[src/rtl/gl_pkg.sv]
package gl_pkg;
    localparam int FRAME_BITS = 17;
    localparam int ADDR_W     = 5;
    localparam int DATA_W     = 10;
    localparam int NUM_REGS   = 19;
    localparam int CNT_W      = $clog2(FRAME_BITS + 1);
    localparam int BANK_W     = NUM_REGS * DATA_W;

    // Field order follows arrival order: the first bit lands in the MSB.
    typedef struct packed {
        logic              test;
        logic              osc;
        logic [ADDR_W-1:0] addr;
        logic [DATA_W-1:0] data;
    } frame_t;

    typedef enum logic [1:0] {
        SRC_NONE   = 2'd0,
        SRC_SERIAL = 2'd1,
        SRC_AUTO   = 2'd2
    } src_e;

    function automatic logic frame_ok(input frame_t f);
        return (f.test == 1'b0) && (int'(f.addr) < NUM_REGS);
    endfunction
endpackage

[src/rtl/gl_sync.sv]
module gl_sync #(
    parameter int W = 3
) (
    input  logic         clk_i,
    input  logic         rst_i,
    input  logic [W-1:0] async_i,
    output logic [W-1:0] level_o,
    output logic [W-1:0] rise_o
);
    logic [W-1:0] meta_q;
    logic [W-1:0] sync_q;
    logic [W-1:0] prev_q;

    always_ff @(posedge clk_i) begin
        if (rst_i) begin
            meta_q <= '0;
            sync_q <= '0;
            prev_q <= '0;
        end else begin
            meta_q <= async_i;
            sync_q <= meta_q;
            prev_q <= sync_q;
        end
    end

    assign level_o = sync_q;
    assign rise_o  = sync_q & ~prev_q;
endmodule

[src/rtl/gl_shifter.sv]
module gl_shifter
    import gl_pkg::*;
(
    input  logic                  clk_i,
    input  logic                  rst_i,
    input  logic                  bit_clk_rise_i,
    input  logic                  bit_i,
    input  logic                  latch_lvl_i,
    input  logic                  latch_rise_i,
    output logic [FRAME_BITS-1:0] frame_o,
    output logic                  full_o,
    output logic [CNT_W-1:0]      count_o
);
    localparam logic [CNT_W-1:0] CNT_MAX = CNT_W'(FRAME_BITS);

    logic [FRAME_BITS-1:0] shift_q;
    logic [CNT_W-1:0]      cnt_q;
    logic                  take_bit;

    assign take_bit = bit_clk_rise_i && !latch_lvl_i;

    always_ff @(posedge clk_i) begin
        if (rst_i) begin
            shift_q <= '0;
        end else if (take_bit) begin
            shift_q <= {shift_q[FRAME_BITS-2:0], bit_i};
        end
    end

    always_ff @(posedge clk_i) begin
        if (rst_i || latch_rise_i) begin
            cnt_q <= '0;
        end else if (take_bit && cnt_q != CNT_MAX) begin
            cnt_q <= cnt_q + 1'b1;
        end
    end

    assign frame_o = shift_q;
    assign full_o  = (cnt_q == CNT_MAX);
    assign count_o = cnt_q;
endmodule

[src/rtl/gl_regbank.sv]
module gl_regbank
    import gl_pkg::*;
(
    input  logic              clk_i,
    input  logic              rst_i,
    input  logic              we_i,
    input  logic [ADDR_W-1:0] waddr_i,
    input  logic [DATA_W-1:0] wdata_i,
    input  logic              wosc_i,
    output logic [BANK_W-1:0] bank_o,
    output logic              osc_o,
    output logic              stb_o
);
    logic [DATA_W-1:0] regs_q [NUM_REGS];

    for (genvar k = 0; k < NUM_REGS; k++) begin : g_reg
        logic hit;
        assign hit = we_i && (waddr_i == ADDR_W'(k));
        always_ff @(posedge clk_i) begin
            if (rst_i) begin
                regs_q[k] <= '0;
            end else if (hit) begin
                regs_q[k] <= wdata_i;
            end
        end
        assign bank_o[k*DATA_W +: DATA_W] = regs_q[k];
    end

    always_ff @(posedge clk_i) begin
        if (rst_i) begin
            osc_o <= 1'b0;
            stb_o <= 1'b0;
        end else begin
            stb_o <= we_i;
            if (we_i) begin
                osc_o <= wosc_i;
            end
        end
    end
endmodule

[src/rtl/gl_loader.sv]
module gl_loader
    import gl_pkg::*;
(
    input  logic                      clk_i,
    input  logic                      rst_i,
    input  logic                      sclk_i,
    input  logic                      sdin_i,
    input  logic                      latch_i,
    input  logic [FRAME_BITS-1:0]     ar_frame_i,
    input  logic                      ar_load_i,
    output logic [BANK_W-1:0]         gamma_o,
    output logic                      osc_ext_o,
    output logic                      wr_stb_o
);
    localparam int IDX_CLK   = 0;
    localparam int IDX_DAT   = 1;
    localparam int IDX_LATCH = 2;

    logic [2:0]            pins_lvl;
    logic [2:0]            pins_rise;
    logic [FRAME_BITS-1:0] ser_frame;
    logic                  ser_full;
    logic [CNT_W-1:0]      bit_cnt;
    logic                  ser_commit;
    src_e                  src;
    frame_t                sel;
    logic                  accept;

    gl_sync #(.W(3)) u_sync (
        .clk_i   (clk_i),
        .rst_i   (rst_i),
        .async_i ({latch_i, sdin_i, sclk_i}),
        .level_o (pins_lvl),
        .rise_o  (pins_rise)
    );

    gl_shifter u_shift (
        .clk_i          (clk_i),
        .rst_i          (rst_i),
        .bit_clk_rise_i (pins_rise[IDX_CLK]),
        .bit_i          (pins_lvl[IDX_DAT]),
        .latch_lvl_i    (pins_lvl[IDX_LATCH]),
        .latch_rise_i   (pins_rise[IDX_LATCH]),
        .frame_o        (ser_frame),
        .full_o         (ser_full),
        .count_o        (bit_cnt)
    );

    assign ser_commit = pins_rise[IDX_LATCH] && ser_full;

    always_comb begin
        if (ser_commit) begin
            src = SRC_SERIAL;
            sel = frame_t'(ser_frame);
        end else if (ar_load_i) begin
            src = SRC_AUTO;
            sel = frame_t'(ar_frame_i);
        end else begin
            src = SRC_NONE;
            sel = '0;
        end
        accept = (src != SRC_NONE) && frame_ok(sel);
    end

    gl_regbank u_bank (
        .clk_i   (clk_i),
        .rst_i   (rst_i),
        .we_i    (accept),
        .waddr_i (sel.addr),
        .wdata_i (sel.data),
        .wosc_i  (sel.osc),
        .bank_o  (gamma_o),
        .osc_o   (osc_ext_o),
        .stb_o   (wr_stb_o)
    );
endmodule

[config.mk]
export PLATFORM = sky130hd
export DESIGN_NAME = gl_loader
export DESIGN_NICKNAME = d
export VERILOG_FILES = /design/src/rtl/gl_pkg.sv /design/src/rtl/gl_sync.sv /design/src/rtl/gl_shifter.sv /design/src/rtl/gl_regbank.sv /design/src/rtl/gl_loader.sv
export SDC_FILE = /design/constraint.sdc
export NUM_CORES = 1
export LEC_CHECK = 0
export BUFFER_PORTS_ARGS = -buffer_cell sky130_fd_sc_hd__buf_2
export CORE_ASPECT_RATIO = 0.5
export CORE_MARGIN = 2
export CORE_UTILIZATION = 40
export DETAILED_ROUTE_END_ITERATION = 10
export PLACE_DENSITY_LB_ADDON = 0.25
export SLEW_MARGIN = 20
export SYNTH_ARGS = -nofsm -noshare
export SYNTH_HDL_FRONTEND = slang
export SYNTH_HIERARCHICAL = 1
export SYNTH_SLANG_ARGS = --single-unit
[constraint.sdc]
create_clock -name clk_i -period 8.6 [get_ports clk_i]
set_clock_uncertainty 0.1 [all_clocks]
set_input_delay 0 -clock clk_i [delete_from_list [all_inputs] [get_ports clk_i]]
set_output_delay 0 -clock clk_i [all_outputs]
set_load 0.02 [all_outputs]
==> results of run 1 <==
-- sequential cells by signal, indices dropped and copies added (netlist names) --
signal           cells
u_bank/regs_q      190
u_shift/frame_o     17
u_shift/count_o      5
u_sync/level_o       3
u_sync/meta_q        3
u_sync/prev_q        2
u_bank/osc_o         1
u_bank/stb_o         1
-- layout make-up --
type | count | area share, %
Sequential cell | 222 | 58.0
Tap cell | 300 | 3.43
Clock inverter | 12 | 1.24
Clock buffer | 24 | 4.91
Timing Repair Buffer | 246 | 12.2
Multi-Input combinational cell | 369 | 19.8
Inverter | 13 | 0.446
-- layer usage --
layer / wire length, um / up-vias / GRT usage, %
met5: 0 / - / 0
met4: 368 / 0 / 4.41
met3: 1270 / 28 / 3.32
met2: 11400 / 190 / 31.8
met1: 11000 / 3084 / 28.7
li1: - / 2887 / -
-- worst min-delay path: stages --
cell	delay (ns)
buf_2	0.11
nand3_1	0.07
nand2_1	0.10
nand2b_1	0.11
nor3_1	0.05
-- stage by stage --
stage	worst slack (ns)	hold WS, ns	std cells	power, mW
after global routing	3.25	0.0517	1186	2.41
after detailed placement	3.23	0.113	1140	1.44
after global placement	3.39	0.108	1140	1.44
after CTS	3.22	0.0125	1186	2.36
after floorplan	4.57	-0.0284	678	1.36
final	3.51	0.0174	1186	2.34
-- power by group through the flow --
stage	clock network, mW	registers, mW	logic [mW]
after global routing	0.980	1.22	0.212
after CTS	0.940	1.22	0.200
after floorplan	0	1.29	0.0693
after global placement	0	1.24	0.193
after detailed placement	0	1.24	0.196
final	0.923	1.22	0.199
-- path summary, 6_finish.rpt --
check | depth (start not counted) | start | end | slack (ns)
worst max-delay path | 9 | u_shift/count_o[0] | u_bank/regs_q[4][1] | 3.51
worst min-delay path | 5 | ar_frame_i[6] | u_bank/regs_q[18][6] | 0.02
worst max register to register | 9 | u_shift/count_o[0] | u_bank/regs_q[4][1] | 3.51
worst min register to register | 1 | u_sync/meta_q[0] | u_sync/level_o[0] | 0.34
-- cells in the final DEF, fill, tap and decap left out, types with 3 or more instances in the layout --
cell / n
o31ai_1: 5
clkbuf_1: 3
clkbuf_16: 21
bufinv_16: 3
nor4_1: 28
clkinv_1: 14
a21oi_1: 21
nand3_1: 16
dfxtp_1: 32
edfxtp_1: 190
or3_1: 5
dlygate4sd3_1: 10
nor2_1: 3
nor2b_1: 11
nor3_2: 40
buf_2: 214
nand2_1: 66
buf_4: 22
nand2b_1: 7
nor3_1: 122
o21ai_0: 8
inv_1: 3
o21ai_1: 11
-- repair_timing --
action	4_1_cts	5_1_grt
endpoints found under the hold margin	27	0
hold buffers	10	0
buffers inserted	0	0
==> metrics.txt, run 1 <==
status finished, final reports clean; post-synth net total ~700; Peak VDD IR between 0.1 and 0.15 mV; gpl congestion ~0.8; number of global-route vias before repair roughly 5.9k; root buf cell clkbuf_16; Crit path max-delay family compound AO/OA/AOI/OAI gates; RSZ-0062 raised after global routing no; n_diodes 0; Synth warnings 6; Combinational Power Share ~8.5%; setup TNS 0 ns; first-pass GRT wire length about 35000 um; clock slew at reported path FFs approximately 0.07 ns; Post-Syn Area around 8900 um2; worst-path fanout max 44; Clk pwr share approximately two fifths; synthesis-to-layout area growth 23.2%; worst slew pin tran approximately 1.1 ns; share of cells above drive strength 1 between 30% and 40%; CP peak stage delay 0.72 ns; Avg WL per Cell roughly 20 um; total number of vias between 6k and 7k; routed vias/inst roughly 5.2; drt drc 0; # IOs between 200 and 250; Switching Fraction roughly a quarter; leakage 3.95 nW; HP Class input pin to flip-flop; cts repair resizes 0; largest net degree at the start of global routing between 40 and 50; Finished Cell Area 10900 um2; Max Root-Sink Buffers 3; Die H between 100 and 150 um; final core occ about 50%; setup violators final 0; pins over their slew limit 0; post-route minimum period 5.09 ns; Cell Chain, Critical Path ha_1 > nor4bb_4 > and2_1 > o21ai_2 > a2111o_1 > a21oi_2 > or4b_2 > buf_4 > o21ai_1; GRT Util Overall between 10% and 20%; final hold viol count 0; Mean Syn Cell Area 13.1 um2; CP Buf/Inv Count 1; Initial Util between 40% and 50%; fillcell total 1931; Multi-input gate area between 2000 and 2500 um2; Worst Setup End Kind flip-flop; cts bufs inserted 20; Req. time, crit path between 8 and 9 ns; dpl hpwl 15200 um; type of the worst setup path flip-flop to flip-flop; grt ovf 0; crit path launch type flip-flop; initial antenna violation count 0; TritonCTS clock tree yes; max_slew headroom between 20% and 30%; Port Buffers 214; Max Fclk 0.196 GHz; insertion delay to the later sink of the worst-skew pair between 0.4 and 0.5 ns; DRT Pass-1 Iters 5; Placeable Area about 22000 um2; Row Count 38; routed wire length 24000 um; register area between 6000 and 7000 um2; fin crit share between 50% and 60%; DP Area 10200 um2; Nets 897; Synth Instances 678; Initial DRC Count between 500 and 600; NetSw about 0.55 mW; Die ar. approximately 23000 um2; Int Pwr 1.79 mW; Antenna Violating Nets Remaining 0; arrival time at the worst endpoint approximately 5.1 ns; CP max stage cell o21ai_1; power per standard cell area 214 nW/um2; H-tree Lvls 1; CTS Sinks between 200 and 250; Max Cap Viol 0; sequential power share 52.1%; chip width 215 um
No activity file was read; power rests on OpenSTA's default activity.
==> run 2, diff against run 1 <==
- clock period: 8.6 -> 4.3 ns (I/O delays scaled with it)
==> metrics.txt, run 2 (synthesis gave the netlist of run 1 again) <==
max reg flops 190 (unchanged); crit path launch type flip-flop (unchanged); type of the worst setup path flip-flop to flip-flop (unchanged); Multi-input gate area 2160 um2 (unchanged); number of global-route vias before repair 6108 (was 5857); Antenna Violating Nets Remaining 0 (unchanged); n_diodes 0 (unchanged); Hold EP u_bank/regs_q[18][6] (unchanged); # IOs 215 (unchanged); clock slew at reported path FFs 0.07 ns (about the same); total number of vias 6205 (was 6189); gpl congestion 0.804 (was 0.816); leakage 4.03 nW (was 3.95 nW); HP Class input pin to flip-flop (unchanged); Row Count 38 (unchanged); Int Pwr 3.47 mW (was 1.79 mW); Placeable Area 21700 um2 (unchanged); sequential power share 53.1% (was 52.1%); Peak VDD IR 0.205 mV (was 0.104 mV); Post-Layout Cell Count 1207 (was 1186); worst slew pin tran 0.884 ns (was 1.12 ns); dpl hpwl 16100 um (was 15200 um); CTS Sinks 222 (unchanged); total power 4.59 mW (was 2.34 mW); H-tree Lvls 1 (unchanged); Nets 919 (was 897); arrival time at the worst endpoint 4.06 ns (was 5.11 ns); Die ar. 23500 um2 (unchanged); DRT Pass-1 Iters 6 (was 5); pins over their slew limit 0 (unchanged); busiest layer in global routing met2 (unchanged); share of cells above drive strength 1 37.3% (was 35.4%); Avg WL per Cell 20.2 um (was 20.3 um); Critical R2R Capture u_bank/regs_q[0][4] (was u_bank/regs_q[4][1]); setup TNS 0 ns (unchanged); most common cell after layout, fill and taps aside buf_2 (unchanged); Req. time, crit path 4.40 ns (was 8.62 ns); Initial DRC Count 443 (was 596); most frequent cells in the layout buf_2 (214), edfxtp_1 (190), nor3_1 (122), nand2_1 (66), buf_4 (45) (was buf_2 (214), edfxtp_1 (190), nor3_1 (122), nand2_1 (66), nor3_2 (40)); Port Buffers 214 (unchanged); worst-path fanout max 16 (was 44); first-pass GRT wire length 36100 um (was 35400 um); chip width 215 um (unchanged); drt drc 0 (unchanged); met2 Usage GRT 33.5% (was 31.8%); setup violators final 0 (unchanged); Max Fclk 0.252 GHz (was 0.196 GHz); insertion delay to the later sink of the worst-skew pair 0.50 ns (was 0.49 ns); power per standard cell area 416 nW/um2 (was 214 nW/um2); met3 GRT Util 4.43% (was 3.32%); routed vias/inst 5.14 (was 5.22); initial antenna violation count 0 (unchanged); Combinational Power Share 9.0% (was 8.5%); NetSw 1.12 mW (was 0.552 mW); root buf cell clkbuf_16 (unchanged); register area 6350 um2 (unchanged); Reg2Reg Setup Slack 0.34 ns (was 3.51 ns); fin crit share 92.1% (was 59.2%); cts bufs inserted 21 (was 20); GRT Util Overall 20.4% (was 19.9%); reg2reg start u_shift/count_o[0] (unchanged); grt ovf 0 (unchanged); Initial Util 40.9% (unchanged); Reg2Reg Depth 9 (unchanged); synthesis-to-layout area growth 24.4% (was 23.2%); Clk pwr share 37.9% (was 39.4%); global routing usage on met1 28.2% (was 28.7%); largest net degree at the start of global routing 47 (unchanged); top register by number of flip-flops u_bank/regs_q (unchanged); post-route minimum period 3.96 ns (was 5.09 ns); status finished, final reports clean (unchanged); fillcell total 1960 (was 1931); final hold viol count 0 (unchanged); RSZ-0062 raised after global routing no (unchanged); Max Cap Viol 0 (unchanged); Die H 109 um (unchanged); Worst Setup End Kind flip-flop (unchanged); max_slew headroom 40.7% (was 24.9%); cell count after placement 1163 (was 1140); TritonCTS clock tree yes (unchanged); hold_sp ar_frame_i[6] (unchanged); Max Root-Sink Buffers 3 (unchanged); routed wire length 24400 um (was 24000 um); Hold Crit Depth 5 (unchanged); Switching Fraction 24.3% (was 23.6%)
## run 2: final cells by class
cell class,instances,area share [%]
flip-flops and latches,222,57.5
multi-input cells,369,19.6
repair buffers,267,13.5
clock buffers,25,4.90
well taps,300,3.40
clock inverters,11,0.737
inverters,13,0.442
## run 2: power by group through the flow
stage | registers (mW) | clock network (mW) | logic, mW
6_report | 2.44 | 1.74 | 0.414
5_1_grt | 2.44 | 1.86 | 0.441
3_5_place_dp | 2.48 | 0 | 0.412
4_1_cts | 2.44 | 1.77 | 0.418
2_1_floorplan | 2.58 | 0 | 0.139
3_3_place_gp | 2.48 | 0 | 0.409
## run 2: worst max-delay path by stage
stage	startpoint	to	slack (ns)	cells past startpoint
2_1_floorplan	u_shift/count_o[0]	u_bank/regs_q[0][0]	0.27	10
3_3_place_gp	u_shift/count_o[0]	u_bank/regs_q[0][4]	0.56	9
3_5_place_dp	u_shift/count_o[0]	u_bank/regs_q[0][4]	0.41	9
4_1_cts	u_shift/count_o[0]	u_bank/regs_q[0][4]	0.38	9
5_1_grt	u_shift/count_o[0]	u_bank/regs_q[0][4]	0.14	9
6_report	u_shift/count_o[0]	u_bank/regs_q[0][4]	0.34	9
## run 2: per-stage QoR
stage | setup slack (ns) | hold WS (ns) | area, um2 | utilization (%)
floorplan | 0.265 | -0.0284 | 8880 | -
global placement | 0.561 | 0.107 | 10300 | 47.6
detailed placement | 0.407 | 0.117 | 10300 | 47.6
CTS | 0.380 | 0.0282 | 11000 | 50.8
global route | 0.145 | 0.0640 | 11000 | 50.8
finish | 0.339 | 0.0329 | 11000 | 50.8
## run 2: worst max-delay path: stages, from the launching register on
cell,delay [ns]
dfxtp_1,0.41
ha_1,0.18
nor4bb_4,0.52
and2_1,0.35
o21ai_1,0.15
a2111o_1,0.40
a21oi_2,0.16
or4b_2,0.87
o31ai_1,0.29
buf_4,0.23
## run 2: what timing repair did
action,in CTS,in global routing
endpoints found under the setup margin,0,0
hold buffers,8,0
gates resized for setup,0,0
setup buffers,0,0
hold endpoints to repair,6,0
## run 2: metal layers
layer / wire length, um / vias to the layer above
met1: 11100 / 3062
met5: 0 / -
met4: 376 / 0
li1: - / 2932
met3: 1310 / 27
met2: 11600 / 184
==> run 3, diff against run 2 <==
- CORE_UTILIZATION: 40 -> 48
==> metrics.txt, run 3 (synthesis gave the netlist of run 1 again) <==
status finished, final reports clean (unchanged); Antenna Violating Nets Remaining 0 (unchanged); postcts setup bufs 0 (unchanged); CP Buf/Inv Count 1 (unchanged); first-pass GRT wire length 35100 um (was 36100 um); Max Cap Viol 0 (unchanged); DRT Pass-1 Iters 5 (was 6); Setup Slack @ Placement 0.441 ns (was 0.407 ns); CP max stage cell or4b_2 (unchanged); fillcell total 1465 (was 1960); worst-path fanout max 33 (was 16); power per standard cell area 413 nW/um2 (was 416 nW/um2); Hold EP u_sync/level_o[0] (was u_bank/regs_q[18][6]); Crit path max-delay family simple AND/OR/NAND/NOR gates (unchanged); total power 4.51 mW (was 4.59 mW); worst setup path startpoint u_shift/count_o[0] (unchanged); TritonCTS clock tree yes (unchanged); Die H 100 um (was 109 um); top register by number of flip-flops u_bank/regs_q (unchanged); Row Count 35 (was 38); final worst slack 0.390 ns (was 0.339 ns); crit path launch type flip-flop (unchanged); HP Class input pin to flip-flop (unchanged); Reg2Reg Depth 9 (unchanged); fin crit share 90.9% (was 92.1%); cts repair resizes 0 (unchanged); Post-Layout Cell Count 1145 (was 1207); GRT Util Overall 23.6% (was 20.4%); grt ovf 0 (unchanged); cell count after placement 1104 (was 1163); most frequent cells in the layout buf_2 (214), edfxtp_1 (190), nor3_1 (122), nand2_1 (66), buf_4 (46) (was buf_2 (214), edfxtp_1 (190), nor3_1 (122), nand2_1 (66), buf_4 (45)); clock slew at reported path FFs 0.06 ns (was 0.07 ns); CP peak stage delay 0.84 ns (was 0.87 ns); CTS Hold Buffers Added 4 (was 8); chip width 196 um (was 215 um); insertion delay to the later sink of the worst-skew pair 0.49 ns (was 0.50 ns); max reg flops 190 (unchanged); Finished Cell Area 10900 um2 (was 11000 um2); Hold Crit Depth 3 (was 5); # IOs 215 (unchanged); arrival time at the worst endpoint 4.13 ns (was 4.06 ns); initial antenna violation count 0 (unchanged); Port Buffers 214 (unchanged); Initial Util 48.6% (was 40.9%); setup violators final 0 (unchanged); Min Hold Slack 0.0244 ns (was 0.0329 ns); hold_sp rst_i (was ar_frame_i[6]); root buf cell clkbuf_16 (unchanged); synthesis-to-layout area growth 23.0% (was 24.4%); most common cell after layout, fill and taps aside buf_2 (unchanged); drt drc 0 (unchanged); gpl congestion 0.831 (was 0.804); cts bufs inserted 21 (unchanged); post-route minimum period 3.91 ns (was 3.96 ns); setup TNS 0 ns (unchanged); routed wire length 23500 um (was 24400 um); Nets 916 (was 919); pins over their slew limit 0 (unchanged); reg2reg start u_shift/count_o[0] (unchanged); routed vias/inst 5.47 (was 5.14); Initial DRC Count 522 (was 443); Reg2Reg Setup Slack 0.39 ns (was 0.34 ns); total number of vias 6268 (was 6205); Critical R2R Capture u_bank/regs_q[0][4] (unchanged); type of the worst setup path flip-flop to flip-flop (unchanged); max_slew headroom 32.9% (was 40.7%); worst slew pin tran 1.01 ns (was 0.884 ns); dpl hpwl 15300 um (was 16100 um); final core occ 59.8% (was 50.8%); Avg WL per Cell 20.6 um (was 20.2 um); Worst Setup End Kind flip-flop (unchanged); Placeable Area 18300 um2 (was 21700 um2); Die ar. 19700 um2 (was 23500 um2); number of global-route vias before repair 5902 (was 6108); Cell Chain, Critical Path ha_1 > nor4bb_4 > and2_1 > o21ai_2 > a2111o_1 > a21oi_2 > or4b_2 > buf_4 > nor3_2 (was ha_1 > nor4bb_4 > and2_1 > o21ai_1 > a2111o_1 > a21oi_2 > or4b_2 > o31ai_1 > buf_4); Max Root-Sink Buffers 3 (unchanged); largest net degree at the start of global routing 45 (was 47); Peak VDD IR 0.298 mV (was 0.205 mV); Max Fclk 0.256 GHz (was 0.252 GHz); share of cells above drive strength 1 37.3% (about the same); CTS Sinks 222 (unchanged); leakage 4.00 nW (was 4.03 nW); n_diodes 0 (unchanged); final hold viol count 0 (unchanged); RSZ-0062 raised after global routing no (unchanged); Req. time, crit path 4.52 ns (was 4.40 ns); DP Area 10300 um2 (about the same); H-tree Lvls 1 (unchanged)
run 3: changes by cell type in the layout (fill, tap and decap cells not counted):
| cell | previous run | this run |
|---|---|---|
| dlygate4sd3_1 | 8 | 4 |
| clkinv_1 | 12 | 15 |
| clkinv_2 | 6 | 4 |
| clkinvlp_4 | 0 | 2 |
| o21ai_0 | 11 | 13 |
| o21ai_1 | 8 | 6 |
| buf_4 | 45 | 46 |
| bufinv_16 | 1 | 0 |
| clkinv_4 | 1 | 0 |
| o31ai_1 | 5 | 4 |
| o31ai_2 | 0 | 1 |
run 3: worst register-to-register path, delay by kind of cell (launching register included):
kind / cells / cell delay (ns)
adder cells (fa/ha/maj): 1 / 0.18
AND/OR/NAND/NOR: 4 / 1.95
buffers and inverters: 1 / 0.40
AO/OA/AOI/OAI: 3 / 0.71
flip-flops: 1 / 0.40
run 3: layer usage:
metal  GRT usage (%)  vias up  routed length [um]
met2            35.9      246               10900
met1            35.9     3073               10600
met4            5.19        0                 310
met3            3.93       22                1750
li1                -     2927                   -
met5               0        -                   0
run 3: cell type report:
class / count / area (um2) / share of cell area, %
Sequential cell: 222 / 6350 / 58.1
Multi-Input combinational cell: 369 / 2170 / 19.8
Timing Repair Buffer: 264 / 1460 / 13.3
Clock buffer: 25 / 541 / 4.95
Tap cell: 240 / 300 / 2.75
Clock inverter: 12 / 58.8 / 0.539
Inverter: 13 / 48.8 / 0.447
run 3: power by group:
group          switching [mW]  internal [mW]  leakage [nW]  total (mW)
Sequential             0.0273           2.41          2.19        2.44
Clock                   0.768          0.897         0.287        1.66
Combinational           0.306          0.106          1.52       0.413
Total                    1.10           3.41          4.00        4.51
run 3: how the worst max path moves through the flow:
stage | slack [ns] | end | depth (start not counted)
floorplan | 0.27 | u_bank/regs_q[0][0] | 10
global placement | 0.62 | u_bank/regs_q[0][9] | 9
global route | 0.19 | u_bank/regs_q[12][7] | 9
CTS | 0.42 | u_bank/regs_q[0][4] | 9
finish | 0.39 | u_bank/regs_q[0][4] | 9
detailed placement | 0.44 | u_bank/regs_q[0][2] | 9
